<file path="src/rtl/vec_alu_pkg.sv">
// Shared definitions for the vector ALU: operation codes and their classes.
package vec_alu_pkg;

    typedef enum logic [2:0] {
        OP_ADD  = 3'd0,
        OP_SUB  = 3'd1,
        OP_MUL  = 3'd2,
        OP_NOP3 = 3'd3,
        OP_CNE  = 3'd4,
        OP_CEQ  = 3'd5,
        OP_CLTU = 3'd6,
        OP_NOP7 = 3'd7
    } vop_e;

    // True for operations that produce element results.
    function automatic logic op_is_arith(input vop_e o);
        return (o == OP_ADD) || (o == OP_SUB) || (o == OP_MUL);
    endfunction

    // True for operations that write the flag register.
    function automatic logic op_is_cmp(input vop_e o);
        return (o == OP_CNE) || (o == OP_CEQ) || (o == OP_CLTU);
    endfunction

endpackage

</file>
<file path="src/rtl/vec_issue_ctrl.sv">
// Issue sequencer. It accepts an operation when idle, walks the element
// groups one per cycle, and carries the per-group control (valid, group,
// last) down the two-stage pipeline.
// Assumes: LANES is a power of two and at least 2; MVL is a multiple of LANES.
module vec_issue_ctrl #(
    parameter int LANES = 4,
    parameter int MVL   = 64,
    localparam int VLW  = $clog2(MVL) + 1,
    localparam int GW   = $clog2(MVL / LANES)
) (
    input  logic             clk,
    input  logic             rst_n,
    input  logic             start,
    input  logic [VLW-1:0]   vl_in,
    output logic             cmd_load,
    output logic             ready,
    output logic             grp_req,
    output logic [GW-1:0]    grp_idx,
    output logic [LANES-1:0] lane_en,
    output logic [GW-1:0]    s1_grp,
    output logic [GW-1:0]    out_grp,
    output logic             done
);
    localparam int LW = $clog2(LANES);

    logic             busy;
    logic [GW-1:0]    grp;
    logic [VLW-1:0]   vl_q;
    logic [VLW-1:0]   vl_eff;
    logic [VLW-1:0]   grp_base;
    logic [VLW-1:0]   next_base;
    logic             last_grp;
    logic             s1_act;
    logic             s1_last;
    logic [GW-1:0]    s1_grp_q;

    // Lengths above the maximum are clamped to it.
    assign vl_eff    = (vl_in > VLW'(MVL)) ? VLW'(MVL) : vl_in;
    // Idle only when nothing is issuing or in flight.
    assign ready     = !busy && !s1_act && !s1_last;
    assign cmd_load  = start && ready;
    assign grp_base  = VLW'(grp) << LW;
    assign next_base = grp_base + VLW'(LANES);
    assign last_grp  = next_base >= vl_q;
    assign grp_req   = busy;
    assign grp_idx   = grp;
    assign s1_grp    = s1_grp_q;

    // Per-lane enable: element index below the latched length.
    for (genvar l = 0; l < LANES; l++) begin : g_en
        assign lane_en[l] = busy && ((grp_base + VLW'(l)) < vl_q);
    end

    // Group walk: load on accept, step each cycle, stop after the last group.
    always_ff @(posedge clk) begin
        if (!rst_n) begin
            busy <= 1'b0;
            grp  <= '0;
            vl_q <= '0;
        end else if (cmd_load) begin
            busy <= (vl_eff != '0);
            grp  <= '0;
            vl_q <= vl_eff;
        end else if (busy) begin
            if (last_grp) begin
                busy <= 1'b0;
            end else begin
                grp <= grp + 1'b1;
            end
        end
    end

    // Stage-1 control: follows the operands into the lane compute stage.
    always_ff @(posedge clk) begin
        if (!rst_n) begin
            s1_act   <= 1'b0;
            s1_last  <= 1'b0;
            s1_grp_q <= '0;
        end else begin
            s1_act   <= busy;
            s1_last  <= (busy && last_grp) || (cmd_load && (vl_eff == '0));
            s1_grp_q <= grp;
        end
    end

    // Output-stage control: group tag and completion pulse.
    always_ff @(posedge clk) begin
        if (!rst_n) begin
            done    <= 1'b0;
            out_grp <= '0;
        end else begin
            done    <= s1_last;
            out_grp <= s1_grp_q;
        end
    end

endmodule

</file>
<file path="src/rtl/vec_lane.sv">
// One execution lane. It registers one element's operands, computes the
// arithmetic or compare result, and registers the result with its write
// strobe. Compare outcomes leave combinationally for the flag file.
// Assumes: op, use_scalar, masked and scalar stay stable during an operation.
module vec_lane
    import vec_alu_pkg::*;
#(
    parameter int W = 16
) (
    input  logic         clk,
    input  logic         rst_n,
    input  logic         take,
    input  logic         en,
    input  logic [W-1:0] a_el,
    input  logic [W-1:0] b_el,
    input  logic [W-1:0] scalar,
    input  logic         use_scalar,
    input  vop_e         op,
    input  logic         masked,
    input  logic         mask_bit,
    output logic         res_we,
    output logic [W-1:0] res_data,
    output logic         cmp_wr,
    output logic         cmp_bit
);
    logic         s1_en;
    logic [W-1:0] s1_x;
    logic [W-1:0] s1_y;
    logic [W-1:0] alu_r;
    logic         cmp_r;
    logic         wr;

    // Operand stage: pick scalar or vector first operand.
    always_ff @(posedge clk) begin
        if (!rst_n) begin
            s1_en <= 1'b0;
            s1_x  <= '0;
            s1_y  <= '0;
        end else begin
            s1_en <= take && en;
            if (take) begin
                s1_x <= use_scalar ? scalar : a_el;
                s1_y <= b_el;
            end
        end
    end

    // Element function for the current code.
    always_comb begin
        alu_r = '0;
        cmp_r = 1'b0;
        case (op)
            OP_ADD:  alu_r = s1_x + s1_y;
            OP_SUB:  alu_r = s1_x - s1_y;
            OP_MUL:  alu_r = s1_x * s1_y;
            OP_CNE:  cmp_r = (s1_x != s1_y);
            OP_CEQ:  cmp_r = (s1_x == s1_y);
            OP_CLTU: cmp_r = (s1_x < s1_y);
            default: ;
        endcase
    end

    assign wr      = s1_en && op_is_arith(op) && (!masked || mask_bit);
    assign cmp_wr  = s1_en && op_is_cmp(op);
    assign cmp_bit = cmp_r;

    // Result stage: strobe every cycle, data held unless written.
    always_ff @(posedge clk) begin
        if (!rst_n) begin
            res_we   <= 1'b0;
            res_data <= '0;
        end else begin
            res_we <= wr;
            if (wr) begin
                res_data <= alu_r;
            end
        end
    end

endmodule

</file>
<file path="src/rtl/vec_flag_file.sv">
// Flag register, one bit per element. It serves the mask bits of one group
// to the lanes and takes that group's compare bits back in the same cycle.
// Assumes: LANES is a power of two and at least 2; MVL is a multiple of LANES.
module vec_flag_file #(
    parameter int LANES = 4,
    parameter int MVL   = 64,
    localparam int GW   = $clog2(MVL / LANES)
) (
    input  logic             clk,
    input  logic             rst_n,
    input  logic [GW-1:0]    grp,
    input  logic [LANES-1:0] wr,
    input  logic [LANES-1:0] bit_in,
    output logic [LANES-1:0] rd,
    output logic [MVL-1:0]   flags
);
    localparam int LW = $clog2(LANES);

    // Mask read for the group in the compute stage.
    for (genvar l = 0; l < LANES; l++) begin : g_rd
        assign rd[l] = flags[{grp, LW'(l)}];
    end

    // Per-lane flag update; unwritten bits keep their value.
    always_ff @(posedge clk) begin
        if (!rst_n) begin
            flags <= '0;
        end else begin
            for (int l = 0; l < LANES; l++) begin
                if (wr[l]) begin
                    flags[{grp, LW'(l)}] <= bit_in[l];
                end
            end
        end
    end

endmodule

</file>
<file path="src/rtl/vec_alu.sv">
// Masked multi-lane vector ALU top. It latches the command on accept, runs
// the issue sequencer, fans the operands out to LANES identical lanes and
// ties the lanes to the shared flag register.
// Assumes: the caller drives a_grp/b_grp for grp_idx whenever grp_req is high.
module vec_alu
    import vec_alu_pkg::*;
#(
    parameter int LANES = 4,
    parameter int W     = 16,
    parameter int MVL   = 64,
    localparam int VLW  = $clog2(MVL) + 1,
    localparam int GW   = $clog2(MVL / LANES)
) (
    input  logic               clk,
    input  logic               rst_n,
    input  logic               start,
    input  logic [2:0]         op,
    input  logic               scalar_form,
    input  logic               masked,
    input  logic [VLW-1:0]     vl,
    input  logic [W-1:0]       scalar,
    input  logic [LANES*W-1:0] a_grp,
    input  logic [LANES*W-1:0] b_grp,
    output logic               ready,
    output logic               grp_req,
    output logic [GW-1:0]      grp_idx,
    output logic [LANES-1:0]   res_we,
    output logic [LANES*W-1:0] res_data,
    output logic [GW-1:0]      res_grp,
    output logic               done,
    output logic [MVL-1:0]     flags
);
    logic             cmd_load;
    logic [LANES-1:0] lane_en;
    logic [GW-1:0]    s1_grp;
    logic [LANES-1:0] mask_rd;
    logic [LANES-1:0] cmp_wr;
    logic [LANES-1:0] cmp_bit;
    vop_e             op_q;
    logic             form_q;
    logic             masked_q;
    logic [W-1:0]     scalar_q;

    // Command register: captured once per accepted operation.
    always_ff @(posedge clk) begin
        if (!rst_n) begin
            op_q     <= OP_ADD;
            form_q   <= 1'b0;
            masked_q <= 1'b0;
            scalar_q <= '0;
        end else if (cmd_load) begin
            op_q     <= vop_e'(op);
            form_q   <= scalar_form;
            masked_q <= masked;
            scalar_q <= scalar;
        end
    end

    vec_issue_ctrl #(.LANES(LANES), .MVL(MVL)) u_ctrl (
        .clk      (clk),
        .rst_n    (rst_n),
        .start    (start),
        .vl_in    (vl),
        .cmd_load (cmd_load),
        .ready    (ready),
        .grp_req  (grp_req),
        .grp_idx  (grp_idx),
        .lane_en  (lane_en),
        .s1_grp   (s1_grp),
        .out_grp  (res_grp),
        .done     (done)
    );

    for (genvar l = 0; l < LANES; l++) begin : g_lane
        vec_lane #(.W(W)) u_lane (
            .clk        (clk),
            .rst_n      (rst_n),
            .take       (grp_req),
            .en         (lane_en[l]),
            .a_el       (a_grp[l*W +: W]),
            .b_el       (b_grp[l*W +: W]),
            .scalar     (scalar_q),
            .use_scalar (form_q),
            .op         (op_q),
            .masked     (masked_q),
            .mask_bit   (mask_rd[l]),
            .res_we     (res_we[l]),
            .res_data   (res_data[l*W +: W]),
            .cmp_wr     (cmp_wr[l]),
            .cmp_bit    (cmp_bit[l])
        );
    end

    vec_flag_file #(.LANES(LANES), .MVL(MVL)) u_flags (
        .clk    (clk),
        .rst_n  (rst_n),
        .grp    (s1_grp),
        .wr     (cmp_wr),
        .bit_in (cmp_bit),
        .rd     (mask_rd),
        .flags  (flags)
    );

endmodule

</file>
<file path="config.mk">
export PLATFORM = sky130hd
export DESIGN_NAME = vec_alu
export DESIGN_NICKNAME = d
export VERILOG_FILES = /design/src/rtl/vec_alu_pkg.sv /design/src/rtl/vec_issue_ctrl.sv /design/src/rtl/vec_lane.sv /design/src/rtl/vec_flag_file.sv /design/src/rtl/vec_alu.sv
export SDC_FILE = /design/constraint.sdc
export NUM_CORES = 2
export LEC_CHECK = 0
export BUFFER_PORTS_ARGS = -buffer_cell sky130_fd_sc_hd__buf_2
export CAP_MARGIN = 30
export CORE_ASPECT_RATIO = 0.75
export CORE_MARGIN = 2
export CORE_UTILIZATION = 45
export CTS_BUF_LIST = sky130_fd_sc_hd__clkbuf_4
export DETAILED_ROUTE_END_ITERATION = 12
export SLEW_MARGIN = 20
export SYNTH_ARGS = -nofsm -noshare
export SYNTH_HDL_FRONTEND = slang
export SYNTH_HIERARCHICAL = 1
export SYNTH_SLANG_ARGS = --single-unit
</file>
<file path="constraint.sdc">
create_clock -name clk -period 6.35 [get_ports clk]
set_clock_uncertainty 0.2 [all_clocks]
set_input_delay 0.3175 -clock clk [delete_from_list [all_inputs] [get_ports clk]]
set_output_delay 0.3175 -clock clk [all_outputs]
set_load 0.1 [all_outputs]
</file>
---- After elaboration in Yosys (flattened, before gate mapping) ----
Index checks and enable logic that the tools add are counted.
operators by class
  magnitude comparators ................... 18
  add/sub/neg operators ................... 13
  multiplexer cells ....................... 43
  eq/ne operators ......................... 13
  bitwise logic cells ..................... 2
  multiply operators ...................... 4
  reduce and logical (&&, ||, !) cells .... 47
operators with widths
  kind                 number
  $mux 64              7
  $bwmux 64            4
  $pmux 16 s3          4
  $add 16x16->16       4
  $eq 16x16->1         4
  $lt 16x16->1         4
  $mul 16x16->16       4
  $mux 16              4
  $ne 16x16->1         4
  $sub 16x16->16       4
  $logic_and 1x1->1    29
  $lt 6x7->1 const B   4
  $ge 6x1->1 const B   4
  $lt 7x7->1           3
  $bmux 1 s4           4
  $demux 1 s4          4
  $add 6x2->7 const B  2
  $pmux 1 s3           4
  $mux 1               11
  $eq 3x3->1 const B   3
  $logic_or 1x1->1     9
  $add 6x1->7 const B  1
  $add 6x3->7 const B  1
  $ge 7x7->1           1
  other kinds (13)     17
storage, ports and cells
  bits in registers ....................... 308

---- Depth between registers and ports, before layout ----
  word-level depth ........................ 15
  depth in mapped cells ................... 23
  mapped depth without buffers ............ 22

---- Hierarchy ----
The synthesis kept the hierarchy.
modules (own cells, without submodules)
  module                        area each (um2)  instances  cells each
  vec_lane at g_lane[1].u_lane  7,593.5          1          907
  vec_lane at g_lane[3].u_lane  7,592.3          1          908
  vec_lane at g_lane[0].u_lane  7,589.8          1          923
  vec_lane at g_lane[2].u_lane  7,522.2          1          907
  vec_flag_file                 3,314.4          1          372
  vec_issue_ctrl                1,182.4          1          126
  vec_alu                       820.8            1          68

---- Worst setup path after synthesis ----
Ideal clock, no wire load.
  path kind ............................... register -> register
  from .................................... register g_lane[3].u_lane.s1_y[1]
  to ...................................... register g_lane[3].u_lane.res_data[14]
  data arrival time ....................... 5,379 ps
  library setup time ...................... 77 ps
  period minus slack after synthesis ...... 5,656 ps
  stages on the path, launching flop included .. 20
  path slack .............................. 694 ps
  cells stage by stage .................... dfxtp_1 -> clkbuf_1 -> nand2_1 -> fa_1 -> fa_1 -> fa_1 -> fa_1 -> inv_1 -> fa_1 -> inv_1 -> fa_1 -> inv_1 -> ha_1 -> and3_1 -> a211o_1 -> a21o_1 -> a21oi_1 -> xnor2_1 -> nand2_1 -> a41oi_2
between the ends
  cells in the longest elaborated chain, start to end .. 2
  elaborated cells on any way between the ends .. 4
  classes of those cells .................. add/sub: 2; mul: 1; mux: 1
RTL lines
  element                                 RTL line        source
  start, declared                         vec_lane.sv:28  logic [W-1:0] s1_y;
  start signal, assigned                  vec_lane.sv:43  s1_y <= b_el;
  $mul 16x16->16 (tied with other cells)  vec_lane.sv:55  OP_MUL: alu_r = s1_x * s1_y;
  $pmux 16 s3 *                           vec_lane.sv:52  case (op)
  end signal, assigned                    vec_lane.sv:75  res_data <= alu_r;
  end, declared                           vec_lane.sv:22  output logic [W-1:0] res_data,
Mark *: on every way between the ends. The rest lies on a longest branch, timed or not.
A chain may end at the register's enable or synchronous reset.

---- Final worst setup path ----
Ends and elaborated chain as after synthesis.

==> results.md <==
- Final routed wirelength across all metal layers: 122000 um
- Hold path startpoint: b_grp[48]
- Design Power: 6.79 mW
- Area growth syn-to-layout: 16.9%
- Count of filler cells inserted in the layout: 7436
- Data arrival time at the worst-slack endpoint: 6.59 ns
- Hold Path Class: in2reg
- Register-to-Register Setup Slack: 0.35 ns
- Multi-input logic area: 0.0262 mm^2
- Area of the core: 0.0785 mm^2
- Initial standard-cell utilization of the core: 45.4%
- Cell variety after synth: 112
- Count of vias placed by the detailed router: 32100
- Antenna violations before repair: 6
- Remaining global-route overflow: 0
- Fraction of power spent switching nets: 40.9%
- Part of the total power dissipated in the clock network: 28.5%
- Die area: 0.0814 mm^2
- Critical path cell sequence: nand2_1 > fa_1 > fa_1 > fa_1 > fa_1 > inv_1 > fa_1 > inv_1 > fa_1 > inv_1 > ha_1 > and3_1 > a211o_1 > a21o_1 > a21oi_1 > xnor2_1 > nand2_1 > a41oi_2
- Final setup violation count: 0
- Fraction of power consumed by combinational cells: 36.8%
- Final Max Slew Viols: 0
- Hold WS: 0.0727 ns
- Terminus of the critical flop-to-flop path: g_lane[3].u_lane/res_data[14]$_SDFFE_PN0P_
- Power Dens Cells: 163 mW/mm^2
- Area of the mapped netlist: 0.0356 mm^2
- # nets final: 5512
- Part of the Yosys area used for sequential elements: 17.3%
- Maximum frequency from static timing analysis: 167 MHz
- Number of register bits inferred by synthesis: 308
- X dimension of the die: 329 um
- Via count of the first global-routing pass: 31600
- Hold path cells: 4
- Floorplan row count: 89
- Outcome: complete, no violations
- Number of design-rule violations left by the first detailed-router iteration: 3033
- Type of element capturing the critical path: flip-flop
- Switching power: 2.78 mW
- Commonest cells after routing, fill and taps aside: sky130_fd_sc_hd__inv_1, sky130_fd_sc_hd__nand2_1, sky130_fd_sc_hd__ha_1, sky130_fd_sc_hd__fa_1, sky130_fd_sc_hd__dfxtp_1
- Hold path endpoint: g_lane[3].u_lane/s1_y[0]$_SDFFE_PN0P_
- Number of port buffers: 301
- Proportion of power drawn by flip-flops and latches: 34.7%
- Most common library cell in the layout ignoring fill and taps: sky130_fd_sc_hd__inv_1
- Number of enable-type register cells in the synthesized netlist: 0
- Relative max-transition margin: 33.9%
- Nature of the critical path startpoint: flip-flop
- Crit path kind: reg2reg
- Data required, critical path: 6.94 ns
- Final critical path time including I/O delays and setup: 6.00 ns
- Proportion of layout cells with a drive suffix above 1: 12.6%
- Cell at the slowest stage of the critical path: sky130_fd_sc_hd__dfxtp_1
- Mapped Nets: 5033
- Slew of the pin with the lowest slew margin: 0.992 ns
- Total global routing track utilization: 29.8%
- Instance count of the mapped netlist: 4211
- Clock tree from TritonCTS: yes
- Clock transition at the register clock pins on the worst setup and hold paths after CTS: 0.06 ns
- Worst path max stage delay: 0.76 ns
- Worst reg2reg startpoint: g_lane[3].u_lane/s1_y[1]$_SDFFE_PN0P_
- Cell area after placement: 0.0380 mm^2
- Max IR drop VDD: 0.163 mV
- Buffer type at the clock tree root: sky130_fd_sc_hd__clkbuf_4
- Total Negative Setup Slacks: 0 ns
- Period utilization: 94.5%
- Internal Pwr Total: 4.01 mW
- Register-to-Register Path Depth: 18
- Post-DP HPWL: 90500 um
- Worst path most repeated cell: sky130_fd_sc_hd__fa_1
- Sinks on Clock Net: 308
- Crit Path Max Fanout: 13
- Detailed Routing Iterations Pass 1: 6
- Clock insertion delay at the later pin of the skew report: 0.92 ns
- Post-Syn Area per Cell: 8.46 um^2
- Sequential cell area: 0.00618 mm^2
- Number of H-tree branching levels: 3
- Number of clock buffers inserted by TritonCTS: 88
- Unrepaired setup endpoints after global routing: no
- Residual DRC count: 0
- Post-DR vias/cell: 5.52
- Hold violation count in the final report: 0
- Die H: 248 um
- Number of ports placed on the die boundary: 302
- Detail-routed net length per standard cell: 21.0 um
- Synth Flop Type: sky130_fd_sc_hd__dfxtp_1
- Leak Pwr: 19.4 nW
- Last weighted congestion value of the routability-driven placer: 0.950
- Wire length of the first global-routing pass: 187000 um
- Largest net degree at the start of global routing: 178
- Cell area after layout: 0.0416 mm^2
- Number of warnings reported in the yosys synthesis log: 6
- Post-route antenna net violation count: 0
- Deepest clock path buffer count: 3
- Max cap viols: 0
- Share of async-settable or async-resettable flops after synthesis: 0%
==> kinds of logic after synthesis <==
group	share of synthesized area (%)
AO/OA/AOI/OAI	14.6
flip-flops	17.3
buffers and inverters	9.24
adder cells (fa/ha/maj)	30.1
XOR/XNOR	5.01
multiplexers	5.68
AND/OR/NAND/NOR	18.1
==> worst max-delay path by stage <==
| stage | startpoint | endpoint | slack [ns] |
|---|---|---|---|
| finish | g_lane[3].u_lane/s1_y[1]$_SDFFE_PN0P_ | g_lane[3].u_lane/res_data[14]$_SDFFE_PN0P_ | 0.35 |
| global route | g_lane[1].u_lane/s1_y[2]$_SDFFE_PN0P_ | g_lane[1].u_lane/res_data[14]$_SDFFE_PN0P_ | 0.05 |
| CTS | g_lane[1].u_lane/s1_x[6]$_SDFFE_PN0P_ | g_lane[1].u_lane/res_data[15]$_SDFFE_PN0P_ | 0.32 |
| detailed placement | g_lane[3].u_lane/s1_y[1]$_SDFFE_PN0P_ | g_lane[3].u_lane/res_data[14]$_SDFFE_PN0P_ | 0.35 |
| global placement | g_lane[0].u_lane/s1_y[5]$_SDFFE_PN0P_ | g_lane[0].u_lane/res_data[13]$_SDFFE_PN0P_ | 0.43 |
| floorplan | g_lane[3].u_lane/s1_y[1]$_SDFFE_PN0P_ | g_lane[3].u_lane/res_data[14]$_SDFFE_PN0P_ | 0.69 |
==> cell type report <==
| cell class | count | area share [%] |
|---|---|---|
| Multi-Input combinational cell | 3069 | 62.8 |
| Timing Repair Buffer | 629 | 11.2 |
| Sequential cell | 308 | 14.8 |
| Tap cell | 1046 | 3.14 |
| Antenna cell | 6 | 0.0361 |
| Clock buffer | 118 | 2.13 |
| Inverter | 594 | 5.36 |
| Clock inverter | 35 | 0.487 |
==> stage by stage <==
stage	setup WS, ns	util (%)	std cells
global placement	0.434	48.3	5389
detailed placement	0.352	48.4	5391
CTS	0.320	53.0	5797
floorplan	0.694	-	4211
global route	0.0504	53.0	5804
finish	0.348	53.0	5805
==> registers in the layout (all words and copies together), names as in the netlist, 3 cells and up <==
register / count
g_lane.u_lane/res_data: 64
g_lane.u_lane/s1_x: 64
g_lane.u_lane/s1_y: 64
u_flags/flags: 64
scalar_q: 16
u_ctrl/vl_q: 7
g_lane.u_lane/res_we: 4
g_lane.u_lane/s1_en: 4
u_ctrl/grp_idx: 4
u_ctrl/out_grp: 4
u_ctrl/s1_grp: 4
op_q: 3
==> cell usage after synthesis, types with 69 or more instances <==
cell type | count | share of area (%)
sky130_fd_sc_hd__mux2i_1 | 166 | 4.7
sky130_fd_sc_hd__nor2b_1 | 110 | 1.9
sky130_fd_sc_hd__o211a_1 | 69 | 1.9
sky130_fd_sc_hd__ha_1 | 339 | 12
sky130_fd_sc_hd__xnor2_1 | 153 | 3.8
sky130_fd_sc_hd__o21ai_0 | 131 | 1.8
sky130_fd_sc_hd__clkbuf_1 | 182 | 1.9
sky130_fd_sc_hd__nor2_1 | 167 | 1.8
sky130_fd_sc_hd__nand2_1 | 422 | 4.4
sky130_fd_sc_hd__a21oi_1 | 208 | 2.9
sky130_fd_sc_hd__and2_1 | 226 | 4.0
sky130_fd_sc_hd__inv_1 | 584 | 6.2
sky130_fd_sc_hd__nand3_1 | 107 | 1.5
sky130_fd_sc_hd__dfxtp_1 | 308 | 17
sky130_fd_sc_hd__fa_1 | 324 | 18
==> per-layer routing <==
| metal | up-vias | GRT usage [%] | part of all wire (%) |
|---|---|---|---|
| met3 | 180 | 6.57 | 9.4 |
| met1 | 15600 | 43.4 | 46 |
| met5 | - | 0 | 0.030 |
| met2 | 1378 | 44.0 | 42 |
| met4 | 6 | 8.07 | 2.5 |
| li1 | 14900 | - | - |
==> power groups by stage <==
stage          Combinational, mW  Sequential [mW]  Clock (mW)
2_1_floorplan               1.70             2.22           0
4_1_cts                     2.45             2.34        2.00
3_3_place_gp                2.30             2.38           0
6_report                    2.50             2.35        1.94
3_5_place_dp                2.31             2.39           0
5_1_grt                     2.73             2.37        2.09
==> worst max-delay path, delay by kind of cell (launching register included) <==
kind,cells,cell delay [ns]
buffers and inverters,3,0.14
AND/OR/NAND/NOR,3,0.45
adder cells (fa/ha/maj),7,3.41
flip-flops,1,0.76
XOR/XNOR,1,0.13
AO/OA/AOI/OAI,4,0.83
==> repair_timing <==
item | CTS | global route
setup buffers | 0 | 0
hold endpoints to repair | 217 | 0
endpoints found under the setup margin | 0 | 1
resized for setup | 0 | 1
hold buffers | 253 | 0
Note: power is estimated with default switching activity, not from simulation.
